## src/rtl/ulpi_clkdir_pkg.sv

```systemverilog
package ulpi_clkdir_pkg;

  typedef enum logic [1:0] {
    MULT_LINK60 = 2'b00,
    MULT_REF192 = 2'b01,
    MULT_REF26  = 2'b10
  } mult_code_e;

  // PLL ratio choice: input mode uses the link clock, output mode the strap.
  function automatic mult_code_e pick_mult(input logic out_mode, input logic strap);
    if (!out_mode)  return MULT_LINK60;
    else if (strap) return MULT_REF26;
    else            return MULT_REF192;
  endfunction

endpackage

```

## src/rtl/clkdir_sync.sv

```systemverilog
module clkdir_sync #(
  parameter int STAGES = 2
) (
  input  logic clk,
  input  logic rst_n,
  input  logic async_in,
  output logic rise_pulse
);
  logic [STAGES-1:0] chain;
  logic              level_d;
  logic              level;

  generate
    if (STAGES == 1) begin : g_one
      always_ff @(posedge clk or negedge rst_n)
        if (!rst_n) chain <= '0;
        else        chain <= async_in;
    end else begin : g_many
      always_ff @(posedge clk or negedge rst_n)
        if (!rst_n) chain <= '0;
        else        chain <= {chain[STAGES-2:0], async_in};
    end
  endgenerate

  assign level = chain[STAGES-1];

  always_ff @(posedge clk or negedge rst_n)
    if (!rst_n) level_d <= 1'b0;
    else        level_d <= level;

  assign rise_pulse = level & ~level_d;

  // A rising edge needs a low sample between, so pulses never touch.
  assert_rise_isolated_R3: assert property (@(posedge clk) disable iff (!rst_n)
    rise_pulse |=> !rise_pulse);

endmodule

```

## src/rtl/clkdir_activity.sv

```systemverilog
module clkdir_activity #(
  parameter int WINDOW_CYCLES = 128,
  parameter int EDGES_NEEDED  = 8
) (
  input  logic clk,
  input  logic rst_n,
  input  logic rise_pulse,
  input  logic freeze,
  output logic active_det
);
  localparam int WIN_W = (WINDOW_CYCLES > 1) ? $clog2(WINDOW_CYCLES) : 1;
  localparam int CNT_W = $clog2(EDGES_NEEDED + 1);
  localparam logic [WIN_W-1:0] WIN_LAST  = WIN_W'(WINDOW_CYCLES - 1);
  localparam logic [CNT_W-1:0] EDGE_LAST = CNT_W'(EDGES_NEEDED - 1);

  logic [WIN_W-1:0] win_cnt;
  logic [CNT_W-1:0] edge_cnt;
  logic             win_end;

  assign win_end    = (win_cnt == WIN_LAST);
  assign active_det = rise_pulse && !freeze && (edge_cnt == EDGE_LAST);

  always_ff @(posedge clk or negedge rst_n)
    if (!rst_n)       win_cnt <= '0;
    else if (freeze)  win_cnt <= win_cnt;
    else if (win_end) win_cnt <= '0;
    else              win_cnt <= win_cnt + 1'b1;

  always_ff @(posedge clk or negedge rst_n)
    if (!rst_n)                        edge_cnt <= '0;
    else if (freeze)                   edge_cnt <= edge_cnt;
    else if (win_end || active_det)    edge_cnt <= '0;
    else if (rise_pulse)               edge_cnt <= edge_cnt + 1'b1;

  // The count is cleared at each window end and never reaches the target.
  assert_cnt_bound_R4: assert property (@(posedge clk) disable iff (!rst_n)
    edge_cnt < CNT_W'(EDGES_NEEDED));

  assert_win_clear_R4: assert property (@(posedge clk) disable iff (!rst_n)
    (win_end && !freeze) |=> (edge_cnt == '0));

endmodule

```

## src/rtl/clkdir_mode_latch.sv

```systemverilog
module clkdir_mode_latch (
  input  logic clk,
  input  logic rst_n,
  input  logic det,
  input  logic strap_in,
  output logic out_mode,
  output logic strap_q
);
  always_ff @(posedge clk or negedge rst_n)
    if (!rst_n)   out_mode <= 1'b0;
    else if (det) out_mode <= 1'b1;

  always_ff @(posedge clk or negedge rst_n)
    if (!rst_n)                 strap_q <= 1'b0;
    else if (det && !out_mode)  strap_q <= strap_in;

  always @(posedge clk)
    if (!rst_n) assert_reset_input_R1: assert (out_mode == 1'b0 && strap_q == 1'b0);

  assert_enter_on_det_R3: assert property (@(posedge clk) disable iff (!rst_n)
    $rose(out_mode) |-> $past(det));

  assert_mode_sticky_R6: assert property (@(posedge clk) disable iff (!rst_n)
    out_mode |=> out_mode);

  assert_strap_frozen_R7: assert property (@(posedge clk) disable iff (!rst_n)
    out_mode |=> $stable(strap_q));

endmodule

```

## src/rtl/ulpi_clkdir_sel.sv

```systemverilog
module ulpi_clkdir_sel
  import ulpi_clkdir_pkg::*;
#(
  parameter int SYNC_STAGES   = 2,
  parameter int WINDOW_CYCLES = 128,
  parameter int EDGES_NEEDED  = 8
) (
  input  logic       clk_mon,
  input  logic       rst_n,
  input  logic       refclk_pin,
  input  logic       cfg_strap,
  output logic       clk_pin_oe,
  output logic       pll_ref_sel,
  output logic [1:0] pll_mult_code
);
  logic ref_rise;
  logic ref_active;
  logic out_mode;
  logic strap_q;

  clkdir_sync #(.STAGES(SYNC_STAGES)) u_sync (
    .clk        (clk_mon),
    .rst_n      (rst_n),
    .async_in   (refclk_pin),
    .rise_pulse (ref_rise)
  );

  clkdir_activity #(
    .WINDOW_CYCLES (WINDOW_CYCLES),
    .EDGES_NEEDED  (EDGES_NEEDED)
  ) u_act (
    .clk        (clk_mon),
    .rst_n      (rst_n),
    .rise_pulse (ref_rise),
    .freeze     (out_mode),
    .active_det (ref_active)
  );

  clkdir_mode_latch u_latch (
    .clk      (clk_mon),
    .rst_n    (rst_n),
    .det      (ref_active),
    .strap_in (cfg_strap),
    .out_mode (out_mode),
    .strap_q  (strap_q)
  );

  assign clk_pin_oe    = out_mode;
  assign pll_ref_sel   = out_mode;
  assign pll_mult_code = pick_mult(out_mode, strap_q);

  assert_code_legal_R5: assert property (@(posedge clk_mon) disable iff (!rst_n)
    clk_pin_oe ? (pll_mult_code inside {2'b01, 2'b10}) : (pll_mult_code == 2'b00));

  assert_input_mode_R2: assert property (@(posedge clk_mon) disable iff (!rst_n)
    !pll_ref_sel |-> !clk_pin_oe);

endmodule

```

## config.mk

```make
export PLATFORM = sky130hd
export DESIGN_NAME = ulpi_clkdir_sel
export DESIGN_NICKNAME = d
export VERILOG_FILES = /design/src/rtl/ulpi_clkdir_pkg.sv /design/src/rtl/clkdir_sync.sv /design/src/rtl/clkdir_activity.sv /design/src/rtl/clkdir_mode_latch.sv /design/src/rtl/ulpi_clkdir_sel.sv
export SDC_FILE = /design/constraint.sdc
export NUM_CORES = 1
export LEC_CHECK = 0
export ABC_AREA = 0
export ABC_CLOCK_PERIOD_IN_PS = 1600
export BUFFER_PORTS_ARGS = -buffer_cell sky130_fd_sc_hd__buf_2
export CAP_MARGIN = 25
export CORE_ASPECT_RATIO = 1.1
export CORE_MARGIN = 3
export CORE_UTILIZATION = 55
export DETAILED_ROUTE_END_ITERATION = 16
export PLACE_DENSITY = 0.75
export SYNTH_ARGS = -nofsm -noshare
export SYNTH_HDL_FRONTEND = slang
export SYNTH_HIERARCHICAL = 1
export SYNTH_SLANG_ARGS = --single-unit
```

## constraint.sdc

```tcl
create_clock -name clk_mon -period 1.6 [get_ports clk_mon]
set_input_delay 0.08 -clock clk_mon [delete_from_list [all_inputs] [get_ports clk_mon]]
set_output_delay 0.08 -clock clk_mon [all_outputs]
set_load 0.1 [all_outputs]
```

==> impl_metrics.csv <==
group,metric,value,unit
clock_network,h-tree-depth,1,
routing,drc,0,
grt,grt_max_degree,17,
critical_path,worstSetupPathType,"reg2reg",
yosys,synth.distinct_cells,32,
routing,routedWlPerCell,13.1,um
floorplanning,die_x,42.1,um
routing,ant_nets,0,
sta,rsz0062_at_grt,"no",
yosys,synthFlopType,"dfrtp_1",
placement,post_dp_cell_area,835,sq um
yosys,synth-edff-count,0,
critical_path,r2r_cells,5,
critical_path,crit_path_start_kind,"flop",
sta,fin_worst_skew,0.00138,ns
finish,fillers,95,
finish,n_antenna_cell,0,
finish,fin_area,886,sq um
critical_path,cp-end-kind,"flop",
sta,fin_setup_tns,0,ns
yosys,ys_seq_area_share,50.9,%
yosys,async_reset_ff_share,100,%
clock_network,cts_max_path_buffers,2,
yosys,synth_top_area_share,50.9,%
placement,place_hpwl,898,um
power_and_ir_drop,vdd_drop_max,1.49,mV
floorplanning,chipHeight,45.7,um
power_and_ir_drop,power.density,2030,mW/mm^2
routing,totalWireLength,1230,um
critical_path,worstPathArrival,1.69,ns
yosys,synth_area,787,sq um
power_and_ir_drop,power.leakage,0.410,nW
status,status,"complete, no violations",
routing,vias,500,
finish,final_layout_size_suffix_gt1_share,31.6,%
clock_network,numCtsBuffers,3,
grt,grt_pass1_vias,540,
sta,worst_pin_slew,0.486,ns
sta,hold_violations,0,
clock_network,tritoncts_num_sinks,16,
finish,area_growth,12.6,%
clock_network,clk_pin_slew,0.09,ns
grt,grt_use_total,15.7,%
clock_network,worst_skew_pair.late_latency,0.28,ns
yosys,syn_inst,67,
yosys,syn_area_per_cell,11.7,sq um
clock_network,cts_tree,"built",
floorplanning,io-pin-count,8,
routing,first_pass_iters,5,
yosys,netlist_top_cells_count,"dfrtp_1, nor2_1, nand2_1, xnor2_1",
grt,grt_pass1_wl,2230,um
yosys,synth.largest_area_cell,"dfrtp_1",
placement,gp_congestion,0.664,
grt,grt_overflow,0,
sta,fmax,0.658,GHz
sta,finalSetupViolCount,0,
routing,post_drt_via_cell_ratio,5.32,
grt,antenna_found_initial,0,
finish,nets,86,
floorplanning,die-area,0.00192,sq mm
critical_path,required,1.77,ns
hold_path,worstHoldPathType,"in2reg",
critical_path,critPathMaxFanout,3,
yosys,synth_fp_nets,73,
floorplanning,core_area,0.00125,sq mm
clock_network,post_cts_buffers,0,
floorplanning,start_util,62.8,%
clock_network,clock_tree.root_cell,"clkbuf_4",
yosys,ys_warn_count,6,
floorplanning,std_cell_rows,13,
sta,period_minus_slack,1.52,ns
hold_path,hold_depth,2,
placement,io_buffers,7,
sta,relSlewSlack,67.8,%
yosys,synth_seq_cells,16,
finish,utilization,70.7,%
run,maxCapViolCount,0,
yosys,netlist_top_cells_area,"dfrtp_1, nor2b_4, xnor2_1, ha_1, nand4b_4",
sta,period_share,95.0,%
routing,first_iter_violations,10,
yosys,yosysMostFrequentCell,"dfrtp_1",
sta,final-max-slew-violation-count,0,
[cells by family after synthesis]
group	share of synthesized area (%)
flip-flops	50.9
multiplexers	3.34
buffers and inverters	1.91
AND/OR/NAND/NOR	26.2
AO/OA/AOI/OAI	8.90
XOR/XNOR	5.57
adder cells (fa/ha/maj)	3.18
[power by group]
group          internal (mW)  switching [mW]  total [mW]
clock                 0.0966           0.115       0.212
sequential             0.571           0.215       0.786
combinational          0.294           0.509       0.803
[layout by cell type (no fill, tap or decap), types with 3 or more instances in the layout]
cell type	count
dfrtp_1	15
buf_2	7
nor2_1	6
nand2_1	5
clkbuf_4	3
xnor2_1	3
[flip-flops by register name, summed over array words and instances (netlist names)]
register          flops
u_act/edge_cnt        4
u_sync/level_d        1
u_act/win_cnt         7
u_latch/out_mode      1
u_latch/strap_q       1
u_sync/chain          2
[through the flow]
stage	power, mW	hold slack [ns]	worst slack [ns]	std cells
2_1_floorplan	1.46	-0.216	0.0557	67
3_3_place_gp	1.57	0.00667	0.107	88
3_5_place_dp	1.60	0.0146	0.0526	88
4_1_cts	1.82	0.0411	0.0375	94
5_1_grt	1.94	0.0433	0.0178	94
6_report	1.80	0.0448	0.0797	94
[path summary, 6_finish.rpt]
| kind | start | slack (ns) | endpoint |
|---|---|---|---|
| max | u_act/edge_cnt[0]$_DFFE_PN0P_ | 0.08 | u_latch/strap_q$_DFFE_PN0P_ |
| min | cfg_strap | 0.04 | u_latch/strap_q$_DFFE_PN0P_ |
| max reg2reg | u_act/edge_cnt[0]$_DFFE_PN0P_ | 0.08 | u_latch/strap_q$_DFFE_PN0P_ |
| min reg2reg | u_sync/chain[0]$_DFF_PN0_ | 0.37 | u_sync/chain[1]$_DFF_PN0_ |
| max in group asynchronous | rst_n | 1.09 | u_latch/out_mode$_DFFE_PN0P_ |
| min in group asynchronous | rst_n | 0.23 | u_act/win_cnt[2]$_DFFE_PN0N_ |
[routing by layer]
metal | GRT usage [%] | vias up | part of all wire [%]
met5 | 0 | - | 0
met4 | 7.45 | 0 | 0
li1 | - | 254 | -
met2 | 29.3 | 5 | 53
met3 | 2.37 | 0 | 2.8
met1 | 17.7 | 241 | 44
[worst max-delay path, stage by stage, from the launching register on]
cell	delay [ns]
dfrtp_1	0.39
ha_1	0.19
nand3b_1	0.14
nor3b_2	0.21
nor2b_4	0.18
mux2_4	0.30
[cell type report]
cell class | count | area [sq um] | area share, %
Timing Repair Buffer | 9 | 55.1 | 6.21
Inverter | 2 | 7.51 | 0.847
Tap cell | 15 | 18.8 | 2.12
Sequential cell | 16 | 402 | 45.3
Multi-Input combinational cell | 48 | 377 | 42.5
Clock buffer | 4 | 26.3 | 2.97
[repair_timing]
action	CTS	global route
hold buffers	2	0
gates resized for setup	0	1
hold endpoints to repair	17	0
setup endpoints to repair	0	1
(Power assumes the default switching activity.)
